<file path="config.mk">
export PLATFORM = sky130hd
export DESIGN_NAME = rst_nmi_ctrl
export DESIGN_NICKNAME = d
export VERILOG_FILES = /design/src/rtl/rnc_pkg.sv /design/src/rtl/rnc_sync.sv /design/src/rtl/rnc_rst_qual.sv /design/src/rtl/rnc_wd_route.sv /design/src/rtl/rnc_nmi_edge.sv /design/src/rtl/rst_nmi_ctrl.sv
export SDC_FILE = /design/constraint.sdc
export NUM_CORES = 1
export LEC_CHECK = 0
export BUFFER_PORTS_ARGS = -buffer_cell sky130_fd_sc_hd__buf_2
export CAP_MARGIN = 0
export CORE_AREA = 8 8 45 47
export CTS_CLUSTER_SIZE = 40
export DETAILED_ROUTE_END_ITERATION = 10
export DIE_AREA = 0 0 53 55
export PLACE_DENSITY_LB_ADDON = 0.05
export SLEW_MARGIN = 10
export SYNTH_ARGS = -nofsm -noshare
export SYNTH_HDL_FRONTEND = slang
export SYNTH_SLANG_ARGS = --single-unit
</file>
<file path="constraint.sdc">
create_clock -name clk -period 1.89 [get_ports clk]
set_clock_uncertainty 0.1 [all_clocks]
set_input_delay 0.189 -clock clk [delete_from_list [all_inputs] [get_ports clk]]
set_output_delay 0.189 -clock clk [all_outputs]
set_load 0.03 [all_outputs]
</file>
<file path="src/rtl/rnc_pkg.sv">
package rnc_pkg;
  typedef enum logic {
    ROUTE_NMI   = 1'b0,
    ROUTE_RESET = 1'b1
  } wd_route_e;
endpackage

</file>
<file path="src/rtl/rnc_sync.sv">
module rnc_sync #(
  parameter int   STAGES  = 2,
  parameter logic RST_VAL = 1'b1
) (
  input  logic clk,
  input  logic arst_n,
  input  logic d,
  output logic q
);
  logic [STAGES-1:0] chain;

  generate
    if (STAGES == 1) begin : g_single
      always_ff @(posedge clk or negedge arst_n) begin
        if (!arst_n) chain <= RST_VAL;
        else         chain <= d;
      end
    end else begin : g_multi
      always_ff @(posedge clk or negedge arst_n) begin
        if (!arst_n) chain <= {STAGES{RST_VAL}};
        else         chain <= {chain[STAGES-2:0], d};
      end
    end
  endgenerate

  assign q = chain[STAGES-1];
endmodule

</file>
<file path="src/rtl/rnc_rst_qual.sv">
module rnc_rst_qual #(
  parameter int QUAL_CYCLES = 12
) (
  input  logic clk,
  input  logic arst_n,
  input  logic pin_lo,
  output logic qualified
);
  localparam int CW = $clog2(QUAL_CYCLES + 1);
  localparam logic [CW-1:0] LIMIT = CW'(QUAL_CYCLES);

  logic [CW-1:0] run_cnt;

  always_ff @(posedge clk or negedge arst_n) begin
    if (!arst_n)            run_cnt <= '0;
    else if (!pin_lo)       run_cnt <= '0;
    else if (run_cnt != LIMIT) run_cnt <= run_cnt + CW'(1);
  end

  assign qualified = (run_cnt == LIMIT);
endmodule

</file>
<file path="src/rtl/rnc_wd_route.sv">
module rnc_wd_route
  import rnc_pkg::*;
#(
  parameter int WD_RST_CYCLES = 12
) (
  input  logic      clk,
  input  logic      arst_n,
  input  logic      sys_rst,
  input  logic      wd_timeout,
  input  logic      route_we,
  input  logic      route_din,
  output logic      wd_nmi,
  output logic      wd_rst_active,
  output wd_route_e route_q
);
  localparam int CW = $clog2(WD_RST_CYCLES + 1);
  localparam logic [CW-1:0] LEN = CW'(WD_RST_CYCLES);

  logic          fire;
  logic [CW-1:0] rst_left;

  assign fire = wd_timeout & ~sys_rst;

  always_ff @(posedge clk or negedge arst_n) begin
    if (!arst_n)       route_q <= ROUTE_NMI;
    else if (sys_rst)  route_q <= ROUTE_NMI;
    else if (route_we) route_q <= wd_route_e'(route_din);
  end

  always_ff @(posedge clk or negedge arst_n) begin
    if (!arst_n)                             rst_left <= '0;
    else if (fire && route_q == ROUTE_RESET) rst_left <= LEN;
    else if (rst_left != '0)                 rst_left <= rst_left - CW'(1);
  end

  assign wd_nmi        = fire && (route_q == ROUTE_NMI);
  assign wd_rst_active = (rst_left != '0);
endmodule

</file>
<file path="src/rtl/rnc_nmi_edge.sv">
module rnc_nmi_edge (
  input  logic clk,
  input  logic arst_n,
  input  logic lvl,
  output logic fall
);
  logic prev;

  always_ff @(posedge clk or negedge arst_n) begin
    if (!arst_n) prev <= 1'b1;
    else         prev <= lvl;
  end

  assign fall = prev & ~lvl;
endmodule

</file>
<file path="src/rtl/rst_nmi_ctrl.sv">
module rst_nmi_ctrl
  import rnc_pkg::*;
#(
  parameter int SYNC_STAGES   = 2,
  parameter int QUAL_CYCLES   = 12,
  parameter int WD_RST_CYCLES = 12
) (
  input  logic clk,
  input  logic por_n,
  input  logic rst_pin_n,
  input  logic nmi_pin_n,
  input  logic wd_timeout,
  input  logic route_we,
  input  logic route_din,
  output logic sys_rst,
  output logic nmi_req
);
  logic      rst_lvl;
  logic      nmi_lvl;
  logic      pin_qual;
  logic      nmi_fall;
  logic      wd_nmi;
  logic      wd_rst_active;
  wd_route_e route_q;

  rnc_sync #(.STAGES(SYNC_STAGES), .RST_VAL(1'b1)) u_rst_sync (
    .clk(clk), .arst_n(por_n), .d(rst_pin_n), .q(rst_lvl)
  );

  rnc_sync #(.STAGES(SYNC_STAGES), .RST_VAL(1'b1)) u_nmi_sync (
    .clk(clk), .arst_n(por_n), .d(nmi_pin_n), .q(nmi_lvl)
  );

  rnc_rst_qual #(.QUAL_CYCLES(QUAL_CYCLES)) u_qual (
    .clk(clk), .arst_n(por_n), .pin_lo(~rst_lvl), .qualified(pin_qual)
  );

  rnc_nmi_edge u_edge (
    .clk(clk), .arst_n(por_n), .lvl(nmi_lvl), .fall(nmi_fall)
  );

  rnc_wd_route #(.WD_RST_CYCLES(WD_RST_CYCLES)) u_route (
    .clk(clk), .arst_n(por_n), .sys_rst(sys_rst), .wd_timeout(wd_timeout),
    .route_we(route_we), .route_din(route_din), .wd_nmi(wd_nmi),
    .wd_rst_active(wd_rst_active), .route_q(route_q)
  );

  assign sys_rst = pin_qual | wd_rst_active;

  always_ff @(posedge clk or negedge por_n) begin
    if (!por_n) nmi_req <= 1'b0;
    else        nmi_req <= nmi_fall | wd_nmi;
  end
endmodule

</file>
Word level (Yosys, flattened, before mapping)
Index checks and enable logic that the tools add are counted.
Word-level totals
  bits in registers: 15
  bits of input ports: 7
  output and inout bits: 2
  logic and storage cells: 30
Cells by class
  add/sub/neg operators: 2
  eq/ne operators: 2
  multiplexer cells: 6
  bitwise gates (word level): 7
  reductions and logical operators: 6
Operator list (count)
  4-bit 2-to-1 mux: 4
  2-bit nonzero test: 3
  4-bit by 1-bit adder with 4-bit output (second input constant): 1
  4-bit equality test (second input constant): 1
  4-bit inequality test (second input constant): 1
  4-bit nonzero test: 1
  4-bit by 1-bit subtractor with 4-bit output (second input constant): 1
  1-bit inverter: 3
  1-bit AND: 2
  1-bit logical AND: 2
  1-bit 2-to-1 mux: 2
  1-bit OR: 2

Longest topological paths before layout
Gate-level depths: netlist (run 1).
  depth in word-level cells: 6
  gate-level depth with buffers: 6
  gate-level depth less buffers: 5

By module
From an unflattened synthesis (run 1), not the netlist that was laid out.
Second synthesis, totals
  cells, all modules: 57
  area, all modules: 685.7 µm²
Modules (own cells, without submodules)
  rnc_wd_route: instances 1, cells an instance 24, area an instance 267.8 µm², sequential area each 125.1 µm²
  rnc_rst_qual: instances 1, cells an instance 23, area an instance 231.5 µm², sequential area each 100.1 µm²
  rnc_sync: instances 2, cells an instance 2, area an instance 52.6 µm², sequential area each 52.6 µm²
  rst_nmi_ctrl: instances 1, cells an instance 4, area an instance 41.3 µm², sequential area each 25.0 µm²
  rnc_nmi_edge: instances 1, cells an instance 2, area an instance 40.0 µm², sequential area each 26.3 µm²

Worst setup path before layout (run 1)
No wires, ideal clock.
  path type: reg-to-reg
  start point: reg u_route.rst_left[0]
  end point: reg nmi_req
  setup time: 0.096 ns
  arrival time: 1.276 ns
  required time: 1.694 ns
  slack: 0.418 ns
  stages on the path, launching flop included: 6
  buffers on the path: 0
  period minus slack after synthesis: 1.472 ns
  path through: dfrtp_1 -> inv_1 -> ha_1 -> nor3b_4 -> nand2_2 -> o32ai_2
On the way
  word-level cells in the longest chain between the ends: 6
Ends and longest elaborated chain
  start: declaration: RTL line rnc_wd_route.sv:20  | logic [CW-1:0] rst_left;
  start signal: assignment: RTL line rnc_wd_route.sv:33  | else if (rst_left != '0) rst_left <= rst_left - CW'(1);
  4-bit nonzero test: RTL line rnc_wd_route.sv:37  | assign wd_rst_active = (rst_left != '0);
  1-bit OR: RTL line rst_nmi_ctrl.sv:48  | assign sys_rst = pin_qual | wd_rst_active;
  via sys_rst: RTL line rst_nmi_ctrl.sv:15  | output logic sys_rst,
  1-bit inverter: RTL line rnc_wd_route.sv:22  | assign fire = wd_timeout & ~sys_rst;
  1-bit AND: RTL line rnc_wd_route.sv:22
  1-bit logical AND: RTL line rnc_wd_route.sv:36  | assign wd_nmi = fire && (route_q == ROUTE_NMI);
  1-bit OR: RTL line rst_nmi_ctrl.sv:52  | else nmi_req <= nmi_fall | wd_nmi;
  end signal: assignment: RTL line rst_nmi_ctrl.sv:52
  end: declaration: RTL line rst_nmi_ctrl.sv:16  | output logic nmi_req
The timed path passes the listed nets, and every way through them passes these cells.
A chain may end at the register's enable or synchronous reset.

Final worst setup path (run 1)
  start point: reg u_route.rst_left[0]
  end point: out sys_rst
On the way
  word-level cells in the longest chain between the ends: 2
Ends and longest elaborated chain (RTL line)
  4-bit nonzero test: rnc_wd_route.sv:37
  1-bit OR: rst_nmi_ctrl.sv:48
  end: declaration: rst_nmi_ctrl.sv:15
No other way between the ends.

==> results of run 1 <==
## sequential cells by signal, summed over array words and instances, names as in the netlist
name and cells:
nmi_req 1, u_edge.prev 1, u_nmi_sync.chain 2, u_qual.run_cnt 4, u_route.route_q 1, u_route.rst_left 4
u_rst_sync.chain 2
## critical path: stages (launching register included)
cell,delay (ns)
dfrtp_1,0.43
inv_2,0.08
ha_2,0.18
nor3b_4,0.26
nand2_2,0.13
buf_6,0.16
## power by group
group	switching [mW]	leakage [nW]	internal, mW	total (mW)
clock network	0.0934	0.0177	0.0782	0.172
registers	0.0642	0.180	0.388	0.453
logic	0.167	0.185	0.195	0.361
total	0.324	0.383	0.662	0.986
## cell usage in the layout, fill, tap and decap left out, drive strengths merged, types with 2 or more instances in the layout
| cell | Yosys | final |
|---|---|---|
| buf | 1 | 14 |
| dfrtp | 10 | 10 |
| inv | 6 | 6 |
| dfstp | 5 | 5 |
| nor2 | 4 | 4 |
| ha | 4 | 4 |
| mux2i | 3 | 3 |
| o21ai | 3 | 3 |
| clkbuf | 0 | 3 |
| dlygate4sd3 | 0 | 3 |
| nand3 | 2 | 2 |
| xnor2 | 2 | 2 |
| nor3 | 2 | 2 |
| o211ai | 2 | 2 |
| nor3b | 2 | 2 |
| nand2 | 2 | 2 |
## cell usage after synthesis
library cell | n | area share [%]
a21oi_1 | 1 | 0.75
a31oi_1 | 1 | 0.93
and3_1 | 1 | 0.93
buf_2 | 1 | 0.75
dfrtp_1 | 10 | 37
dfstp_2 | 5 | 20
ha_1 | 4 | 7.5
inv_1 | 6 | 3.4
mux2i_1 | 3 | 4.5
nand2_1 | 1 | 0.56
nand2_2 | 1 | 0.93
nand2b_1 | 1 | 0.93
nand3_1 | 2 | 1.5
nor2_1 | 4 | 2.2
nor2b_1 | 1 | 0.93
nor3_1 | 2 | 1.5
nor3b_1 | 1 | 1.1
nor3b_4 | 1 | 2.8
o211ai_1 | 2 | 2.2
o21ai_0 | 3 | 2.2
o221ai_1 | 1 | 1.3
o32ai_2 | 1 | 2.4
or2b_1 | 1 | 1.1
xnor2_1 | 2 | 2.6
## cells by family after synthesis
logic type	count (synthesis)
compound gates	9
buf+inv	7
fa+ha+maj	4
xor+xnor	2
simple gates	16
mux	3
flops	15
## per-layer routing
metal / track usage, % / vias up / share of wire, %
li1: - / 233 / -
met1: 9.48 / 229 / 42
met2: 15.0 / 7 / 53
met3: 3.74 / 2 / 4.2
met4: 3.88 / 0 / 0.70
met5: 0 / - / 0
## metrics by stage
| step | cell area, um2 | hold WS (ns) | util [%] | TNS, ns |
|---|---|---|---|---|
| after floorplan | 671 | -0.207 | - | 0 |
| after global placement | 726 | 0.00940 | 52.4 | 0 |
| after detailed placement | 726 | 0.00279 | 52.4 | 0 |
| after CTS | 783 | 0.0714 | 56.6 | 0 |
| after global routing | 837 | 0.0745 | 60.5 | -0.00395 |
| final | 837 | 0.0716 | 60.5 | 0 |
## cell type report
| class | count | share of cell area [%] |
|---|---|---|
| clock inverters | 1 | 0.598 |
| well taps | 16 | 2.39 |
| multi-input cells | 34 | 31.5 |
| clock buffers | 3 | 2.69 |
| flip-flops and latches | 15 | 45.6 |
| repair buffers | 17 | 14.5 |
| inverters | 6 | 2.69 |
## how the worst max path moves through the flow
stage	depth (start not counted)	from	end
after floorplan	5	u_route.rst_left[0]$_DFFE_PN0P_	nmi_req$_DFF_PN0_
after global placement	5	u_route.rst_left[1]$_DFFE_PN0P_	sys_rst
after detailed placement	5	u_route.rst_left[0]$_DFFE_PN0P_	sys_rst
after CTS	5	u_route.rst_left[0]$_DFFE_PN0P_	sys_rst
after global routing	5	u_route.rst_left[0]$_DFFE_PN0P_	sys_rst
final	5	u_route.rst_left[0]$_DFFE_PN0P_	sys_rst
## repair_timing
| item | 4_1_cts | 5_1_grt |
|---|---|---|
| setup buffers | 0 | 6 |
| resized for setup | 0 | 5 |
| hold buffers | 3 | 0 |
| endpoints found under the setup margin | 0 | 1 |
| endpoints found under the hold margin | 17 | 0 |
==> summary.txt, run 1 <==
Status
  – Status: finished clean

Place
  – HPWL Detailed: 853 um
  – Placed cell count: a little under 80
  – GPL Wtd Cong: 0.723
  – Place WS: 0.331 ns
  – Number of port buffers: 8

Setup path
  – Reg2reg start: u_route.rst_left[0]$_DFFE_PN0P_
  – Crit. End Element: output pin
  – Max FO, Critical Path: 5
  – Arrival time at the worst endpoint: 1.50 ns
  – Crit Path Class: flop to output pin
  – Worst r2r path cells: 7
  – Reg2reg end: nmi_req$_DFF_PN0_
  – Critical Path RT: 1.60 ns
  – Reg2Reg Setup Slack: 0.17 ns
  – CP Launch Type: flop

Timing
  – Setup-failing EPs final: 0
  – Final hold vios: 0
  – Slew Limit Headroom: between 70% and 80%
  – Tcrit/Tclk final: 94.5%
  – Worst Tran Pin Value: 0.322 ns
  – Worst setup margin: ~0.10 ns
  – Max Clk Rate: 560 MHz
  – Final min period: approximately 1.8 ns
  – Max Slew Vio Count: 0

Yosys
  – Post-synthesis mux area share: 4.48%
  – Syn_area_per_cell: 12.0 um2
  – Post-synthesis adder-cell area fraction: 7.46%
  – Post-synthesis cell type count: 24
  – Sequential share of the synthesized area: 56.9%
  – Synth Area in Simple Gates: 14.6%
  – Syn Inst Count: 56
  – Yosys warns: 0
  – Xor/xnor share of the synthesized area: ~2.6%
  – Largest family of logic cells by synthesized area: simple AND/OR/NAND/NOR gates
  – Synthesized cell area: approximately 670 um2
  – Yosys reg bits: 15
  – Compound-Gate Fraction of Synth Area: 9.89%
  – Mapped Nets: 67

Hold path
  – Hold crit path type: primary input to flop
  – Hold EP: u_route.route_q$_DFFE_PN0P_
  – Hold Path Depth: 3
  – Worst hold start: route_din

CTS
  – H-tree Lvls: 1
  – CTS sink cnt: 15
  – Root Driver: clkbuf_4
  – Worst-path clk slew: 0.09 ns
  – Clk buf depth: 2
  – CTS tree: yes
  – CTS buffer count: 3
  – Worst-Skew Late Latency: 0.27 ns

Cells and area
  – # diodes: 0
  – Storage cell area: 382 um2
  – Layout Nets: 88
  – Area occupied by multi-input gates: 264 um2
  – Layout area overhead: 24.8%
  – Finished Layout Cells: 92
  – Fill cell count: 114
  – Share of cells above drive strength 1: 36.8%

Pwr
  – Cell Pwr Density: roughly 1200 mW/mm2
  – Leak: 0.383 nW
  – Total Power: 986 uW
  – Maximum VDD drop: 0.694 mV

Die
  – CORE AREA: 0.00138 mm2
  – Starting Density: 48.5%
  – Die area: just under 0.003 mm2
  – I/O pins: 9
  – Die X: between 50 and 60 um
  – FP Rows: 14
  – Chip height: 55 um

Run
  – Max Cap Viol: 0

Routing
  – DRC errors left: 0
  – Iteration-0 DRC Markers: 6
  – Vias: approximately 470
  – Vias per inst: 5.12
  – Antenna Nets Post-Route: 0
  – Number of detailed-route iterations in the first pass: 4
  – WL per Instance: 12.4 um
  – WL final: approximately 1100 um

Global routing
  – Largest net degree at the start of global routing: 16
  – Vias in the first global route: roughly 460
  – GRT overflow: 0
  – Initial antenna violation count: 0
  – First-pass GRT wire length: 1900 um
  – GRT Overall Usage: 8.86%
No activity file was read; power rests on OpenSTA's default activity.
==> run 2: changes to the inputs <==
--- a/config.mk
+++ b/config.mk
@@ -11,7 +11,7 @@
 export CTS_CLUSTER_SIZE = 40
 export DETAILED_ROUTE_END_ITERATION = 10
 export DIE_AREA = 0 0 53 55
-export PLACE_DENSITY_LB_ADDON = 0.05
+export PLACE_DENSITY = 0.71
 export SLEW_MARGIN = 10
 export SYNTH_ARGS = -nofsm -noshare
 export SYNTH_HDL_FRONTEND = slang
==> run 2 against run 1 <==
Non-clock buffer count is 5 lower; die area stayed put; critical path depth stayed put; via count is 5.9% lower; sequential share of layout area is 2.5 points higher; sequential power hardly changed; total power is 7.2% lower.
==> summary.txt, run 2 (synthesis gave the netlist of run 1 again) <==
Setup path
  – Reg2Reg Setup Slack: 0.43 ns (+0.26 ns)
  – CP Launch Type: flop
  – Worst stage delay on the critical path: 0.41 ns (-0.02 ns)
  – Reg2reg start: u_qual.run_cnt[0]$_DFFE_PN0P_
  – Max FO, Critical Path: 5 (unchanged)
  – Reg2reg end: u_route.rst_left[1]$_DFFE_PN0P_
  – CP Cell Sequence: inv_1 -> ha_2 -> nor3b_4 -> nand2_2 -> buf_2
  – Crit. End Element: output pin
  – Worst r2r path cells: 5 (-2)
  – Arrival time at the worst endpoint: 1.48 ns (-0.02 ns)
  – Crit Path Class: flop to output pin
  – Critical Path RT: 1.60 ns (about the same)
  – Slowest CP cell: dfrtp_1

CTS
  – H-tree Lvls: 1 (unchanged)
  – Clk buf depth: 2 (unchanged)
  – Worst-Skew Late Latency: 0.28 ns (about the same)
  – Root Driver: clkbuf_4
  – CTS tree: yes
  – CTS sink cnt: 15 (unchanged)
  – CTS buffer count: 3 (unchanged)
  – Worst-path clk slew: 0.09 ns (about the same)

Timing
  – RSZ-0062 raised after global routing: no
  – Setup TNS: 0 ns (unchanged)
  – Slew Limit Headroom: 78.4% (-0.081 points)
  – Max Clk Rate: 566 MHz (+1.1%)
  – Final hold vios: 0 (unchanged)
  – Setup-failing EPs final: 0 (unchanged)
  – Tcrit/Tclk final: 93.4% (-1.1 points)
  – Worst Tran Pin Value: 0.323 ns (+0.00121 ns)
  – Worst setup margin: 0.125 ns (+0.0199 ns)
  – Final min period: 1.77 ns (-0.0199 ns)
  – Max Slew Vio Count: 0 (unchanged)

Routing
  – Vias: 443 (-5.9%)
  – WL final: 1140 um (about the same)
  – Vias per inst: 5.09 (-0.54%)
  – WL per Instance: 13.1 um (+5.8%)
  – Antenna Nets Post-Route: 0 (unchanged)
  – Iteration-0 DRC Markers: 1 (-5)
  – Number of detailed-route iterations in the first pass: 3 (-1)
  – DRC errors left: 0 (unchanged)

Place
  – HPWL Detailed: 858 um (+0.60%)
  – Number of port buffers: 8 (unchanged)
  – Place WS: 0.325 ns (-0.00672 ns)
  – GPL Wtd Cong: 0.745 (+3.1%)

Cells and area
  – # diodes: 0 (unchanged)
  – Fill cell count: 124 (+8.8%)
  – Commonest non-fill, non-tap cell in the layout: dfrtp_1
  – Most frequent cells in the layout: dfrtp_1 (10), buf_2 (8), inv_1 (6)
  – Area occupied by multi-input gates: 264 um2 (unchanged)
  – Largest regs: u_qual.run_cnt (4), u_route.rst_left (4)
  – Share of cells above drive strength 1: 31.0% (-5.9 points)
  – Layout Nets: 83 (-5.7%)
  – Storage cell area: 382 um2 (unchanged)
  – Layout area overhead: 18.3%

Die
  – FP Rows: 14 (unchanged)
  – I/O pins: 9 (unchanged)
  – Chip height: 55 um (unchanged)
  – Starting Density: 48.5% (unchanged)
  – Die area: 0.00292 mm2 (unchanged)
  – Die X: 53 um (unchanged)
  – CORE AREA: 0.00138 mm2 (unchanged)

Global routing
  – GRT overflow: 0 (unchanged)
  – GRT Overall Usage: 9.24% (+0.38 points)
  – Largest net degree at the start of global routing: 16 (unchanged)
  – Vias in the first global route: 454 (-1.7%)
  – Initial antenna violation count: 0 (unchanged)
  – First-pass GRT wire length: 1930 um (+1.1%)

Hold path
  – Hold Path Depth: 3 (unchanged)
  – Worst hold start: route_din
  – Hold EP: u_route.route_q$_DFFE_PN0P_
  – Hold crit path type: primary input to flop

Status
  – Status: finished clean

Pwr
  – Leak: 0.359 nW (-6.3%)
  – Cell Pwr Density: 1150 mW/mm2 (-2.0%)
  – Maximum VDD drop: 0.584 mV (-16%)

Run
  – Max Cap Viol: 0 (unchanged)
run 2: power by group:
group	total (mW)	switching, mW	leakage (nW)	internal, mW
combinational	0.287	0.147	0.161	0.140
clock	0.176	0.0975	0.0177	0.0783
sequential	0.452	0.0636	0.180	0.389
run 2: worst max path at each step:
stage / start / end / slack (ns) / cells past startpoint
after global routing: u_route.rst_left[0]$_DFFE_PN0P_ / sys_rst / 0.01 / 5
final: u_route.rst_left[0]$_DFFE_PN0P_ / sys_rst / 0.12 / 5
after global placement: u_route.rst_left[0]$_DFFE_PN0P_ / sys_rst / 0.39 / 5
after detailed placement: u_route.rst_left[0]$_DFFE_PN0P_ / sys_rst / 0.32 / 5
after CTS: u_route.rst_left[0]$_DFFE_PN0P_ / sys_rst / 0.002 / 5
after floorplan: u_route.rst_left[0]$_DFFE_PN0P_ / nmi_req$_DFF_PN0_ / 0.42 / 5
run 2: layout make-up:
class | instances | area share [%]
Clock buffer | 3 | 2.84
Clock inverter | 1 | 0.631
Inverter | 6 | 2.84
Multi-Input combinational cell | 34 | 33.3
Sequential cell | 15 | 48.1
Tap cell | 16 | 2.52
Timing Repair Buffer | 12 | 9.78
run 2: timing repair:
item | in CTS | in global routing
setup buffers | 0 | 1
setup endpoints to repair | 0 | 1
hold endpoints to repair | 17 | 0
hold buffers | 3 | 0
resized for setup | 0 | 1
run 2: layer usage:
metal  track usage [%]  up-vias  share of wire, %
li1                  -      221                 -
met1              10.6      217                45
met2              14.8        3                52
met3              3.21        2               2.1
met4              5.17        0              0.79
met5                 0        -                 0
run 2: stage by stage:
stage               instance area (um2)  hold slack [ns]  std cells  total power [mW]  utilization (%)
finish                              793           0.0664         87             0.915             57.3
global route                        793           0.0884         87             0.988             57.3
CTS                                 783           0.0622         86             0.919             56.6
detailed placement                  726          0.00685         79             0.726             52.4
global placement                    726          0.00503         79             0.711             52.4
floorplan                           671           -0.207         56             0.649                -
run 2: critical path, delay by kind of cell, from the launching register on:
kind | cells | cell delay (ns)
flip-flops | 1 | 0.41
AND/OR/NAND/NOR | 2 | 0.32
buffers and inverters | 2 | 0.28
adder cells (fa/ha/maj) | 1 | 0.20
==> run 3: changes to the inputs <==
==> constraint.sdc (replaced) <==
create_clock -name clk -period 1.8 [get_ports clk]
set_clock_uncertainty 0.1 [all_clocks]
set_input_delay 0.18 -clock clk [delete_from_list [all_inputs] [get_ports clk]]
set_output_delay 0.18 -clock clk [all_outputs]
set_load 0.03 [all_outputs]
==> run 3 against run 2 <==
Worst setup slack got worse by 0.041 ns; sequential power increased by 5.5%; hold slack got worse by 0.0093 ns; critical endpoint unchanged.
==> summary.txt, run 3 (synthesis gave the netlist of run 1 again) <==
Routing
  – Vias per inst: 5.02 (-1.4%)
  – Iteration-0 DRC Markers: 0 (-1)
  – Antenna Nets Post-Route: 0 (unchanged)
  – WL per Instance: 13.3 um (+1.6%)
  – DRC errors left: 0 (unchanged)
  – Number of detailed-route iterations in the first pass: 1 (-2)
  – Vias: 447 (+0.90%)
  – WL final: 1190 um (+3.9%)

Timing
  – Worst setup margin: 0.0836 ns (-0.0411 ns)
  – Final min period: 1.72 ns
  – Max Slew Vio Count: 0 (unchanged)
  – Setup TNS: 0 ns (unchanged)
  – Tcrit/Tclk final: 95.4%
  – Setup-failing EPs final: 0 (unchanged)
  – Worst Tran Pin Value: 0.331 ns (+0.00768 ns)
  – Final hold vios: 0 (unchanged)
  – Slew Limit Headroom: 77.9% (-0.51 points)
  – Max Clk Rate: around 580 MHz

Global routing
  – GRT overflow: 0 (unchanged)
  – Met3 usage: 3.21% (unchanged)
  – Initial antenna violation count: 0 (unchanged)
  – Met1 GRT Util: 10.6% (unchanged)
  – GRT Overall Usage: 9.46% (+0.22 points)
  – Most used routing layer: met2
  – Largest net degree at the start of global routing: 16 (unchanged)
  – Vias in the first global route: 463 (+2.0%)
  – First-pass GRT wire length: 1970 um (+2.1%)
  – M2 GR Usage: 15.6% (+0.78 points)

Status
  – Status: finished clean

Cells and area
  – Commonest non-fill, non-tap cell in the layout: dfrtp_1
  – Post-Layout Inst Area: 821 um2 (+3.5%)
  – # diodes: 0 (unchanged)
  – Layout area overhead: 22.4%
  – Share of cells above drive strength 1: 34.2% (+3.3 points)
  – Fill cell count: 126 (+1.6%)
  – Storage cell area: 382 um2 (unchanged)
  – Largest regs: u_qual.run_cnt (4), u_route.rst_left (4)
  – Layout Nets: 85 (+2.4%)
  – Area occupied by multi-input gates: 274 um2 (+3.8%)
  – Most frequent cells in the layout: dfrtp_1 (10), buf_2 (7), inv_1 (5), dfstp_2 (5)

Setup path
  – Crit Path Class: flop to output pin
  – Crit. End Element: output pin
  – Worst stage delay on the critical path: 0.40 ns (about the same)
  – Slowest CP cell: dfrtp_1
  – Critical Path RT: 1.52 ns (-0.08 ns)
  – Arrival time at the worst endpoint: 1.44 ns (-0.04 ns)
  – CP Cell Sequence: inv_1 -> ha_4 -> nor3b_4 -> nand2_2 -> buf_4
  – CP Launch Type: flop
  – Max FO, Critical Path: 4 (-1)

Place
  – GPL Wtd Cong: 0.745 (unchanged)
  – Area after DPL: 726 um2 (unchanged)
  – HPWL Detailed: 858 um (about the same)
  – Number of port buffers: 8 (unchanged)
  – Place WS: 0.244 ns (-0.0806 ns)

Pwr
  – Cell Pwr Density: 1240 mW/mm2 (+7.6%)
  – Total Power: 1.02 mW (+11%)
  – Maximum VDD drop: 0.642 mV (+10%)
  – Leak: 0.371 nW (+3.3%)

CTS
  – Clk buf depth: 2 (unchanged)
  – Worst-path clk slew: 0.09 ns (about the same)
  – CTS tree: yes
  – Root Driver: clkbuf_4
  – CTS buffer count: 3 (unchanged)
  – Worst-Skew Late Latency: 0.28 ns (about the same)
  – CTS sink cnt: 15 (unchanged)
  – H-tree Lvls: 1 (unchanged)

Die
  – Chip height: 55 um (unchanged)
  – I/O pins: 9 (unchanged)
  – Starting Density: 48.5% (unchanged)
  – Die area: 0.00292 mm2 (unchanged)
  – Die X: 53 um (unchanged)
  – FP Rows: 14 (unchanged)
  – CORE AREA: 0.00138 mm2 (unchanged)

Run
  – Max Cap Viol: 0 (unchanged)

Hold path
  – Hold crit path type: primary input to flop
[run 3: changes by cell type in the layout (fill, tap and decap cells not counted), sizes merged]
cell,change
buf,+2
[run 3: final cells by class]
class	count	share of cell area, %
clock buffers	3	2.74
clock inverters	1	0.610
inverters	6	2.74
multi-input cells	34	33.4
flip-flops and latches	15	46.5
well taps	16	2.44
repair buffers	14	11.6
[run 3: critical path: cells and delay by family, from the launching register on]
| kind | cells | cell delay, ns |
|---|---|---|
| adders and majority gates | 1 | 0.15 |
| buffers and inverters | 2 | 0.30 |
| DFF | 1 | 0.40 |
| and+or+nand+nor | 2 | 0.32 |
[run 3: layer usage]
layer / up-vias / routed length (um)
met1: 216 / 497
met3: 2 / 24
li1: 226 / -
met5: - / 0
met4: 0 / 7
met2: 3 / 657
[run 3: path summary, 6_finish.rpt]
check,from,end,slack [ns],depth (start not counted)
hold / removal,route_din,u_route.route_q$_DFFE_PN0P_,0.06,3
max in group asynchronous,por_n,u_edge.prev$_DFF_PN1_,1.07,2
hold reg to reg,u_rst_sync.chain[0]$_DFF_PN1_,u_rst_sync.chain[1]$_DFF_PN1_,0.26,0
setup / recovery,u_route.rst_left[1]$_DFFE_PN0P_,sys_rst,0.08,5
setup reg to reg,u_qual.run_cnt[0]$_DFFE_PN0P_,u_route.rst_left[1]$_DFFE_PN0P_,0.34,5
min in group asynchronous,por_n,u_route.rst_left[3]$_DFFE_PN0P_,0.24,2
[run 3: timing repair]
action	4_1_cts	5_1_grt
endpoints found under the setup margin	1	1
hold buffers	3	0
endpoints found under the hold margin	17	0
gates resized for setup	1	4
buffers inserted	1	2
pin swaps	0	1
[run 3: power by group]
group / internal, mW / leakage [nW] / total (mW) / switching, mW
Clock: 0.0822 / 0.0177 / 0.184 / 0.102
Sequential: 0.408 / 0.180 / 0.477 / 0.0693
Combinational: 0.185 / 0.173 / 0.358 / 0.173
Total: 0.675 / 0.371 / 1.02 / 0.344
[run 3: metrics by stage]
step                      utilization [%]  hold slack (ns)  std cells
after floorplan                         -           -0.216         56
after global placement               52.4         -0.00397         79
after detailed placement             52.4         -0.00215         79
after CTS                            57.3           0.0532         87
after global routing                 59.3           0.0729         89
final                                59.3           0.0570         89
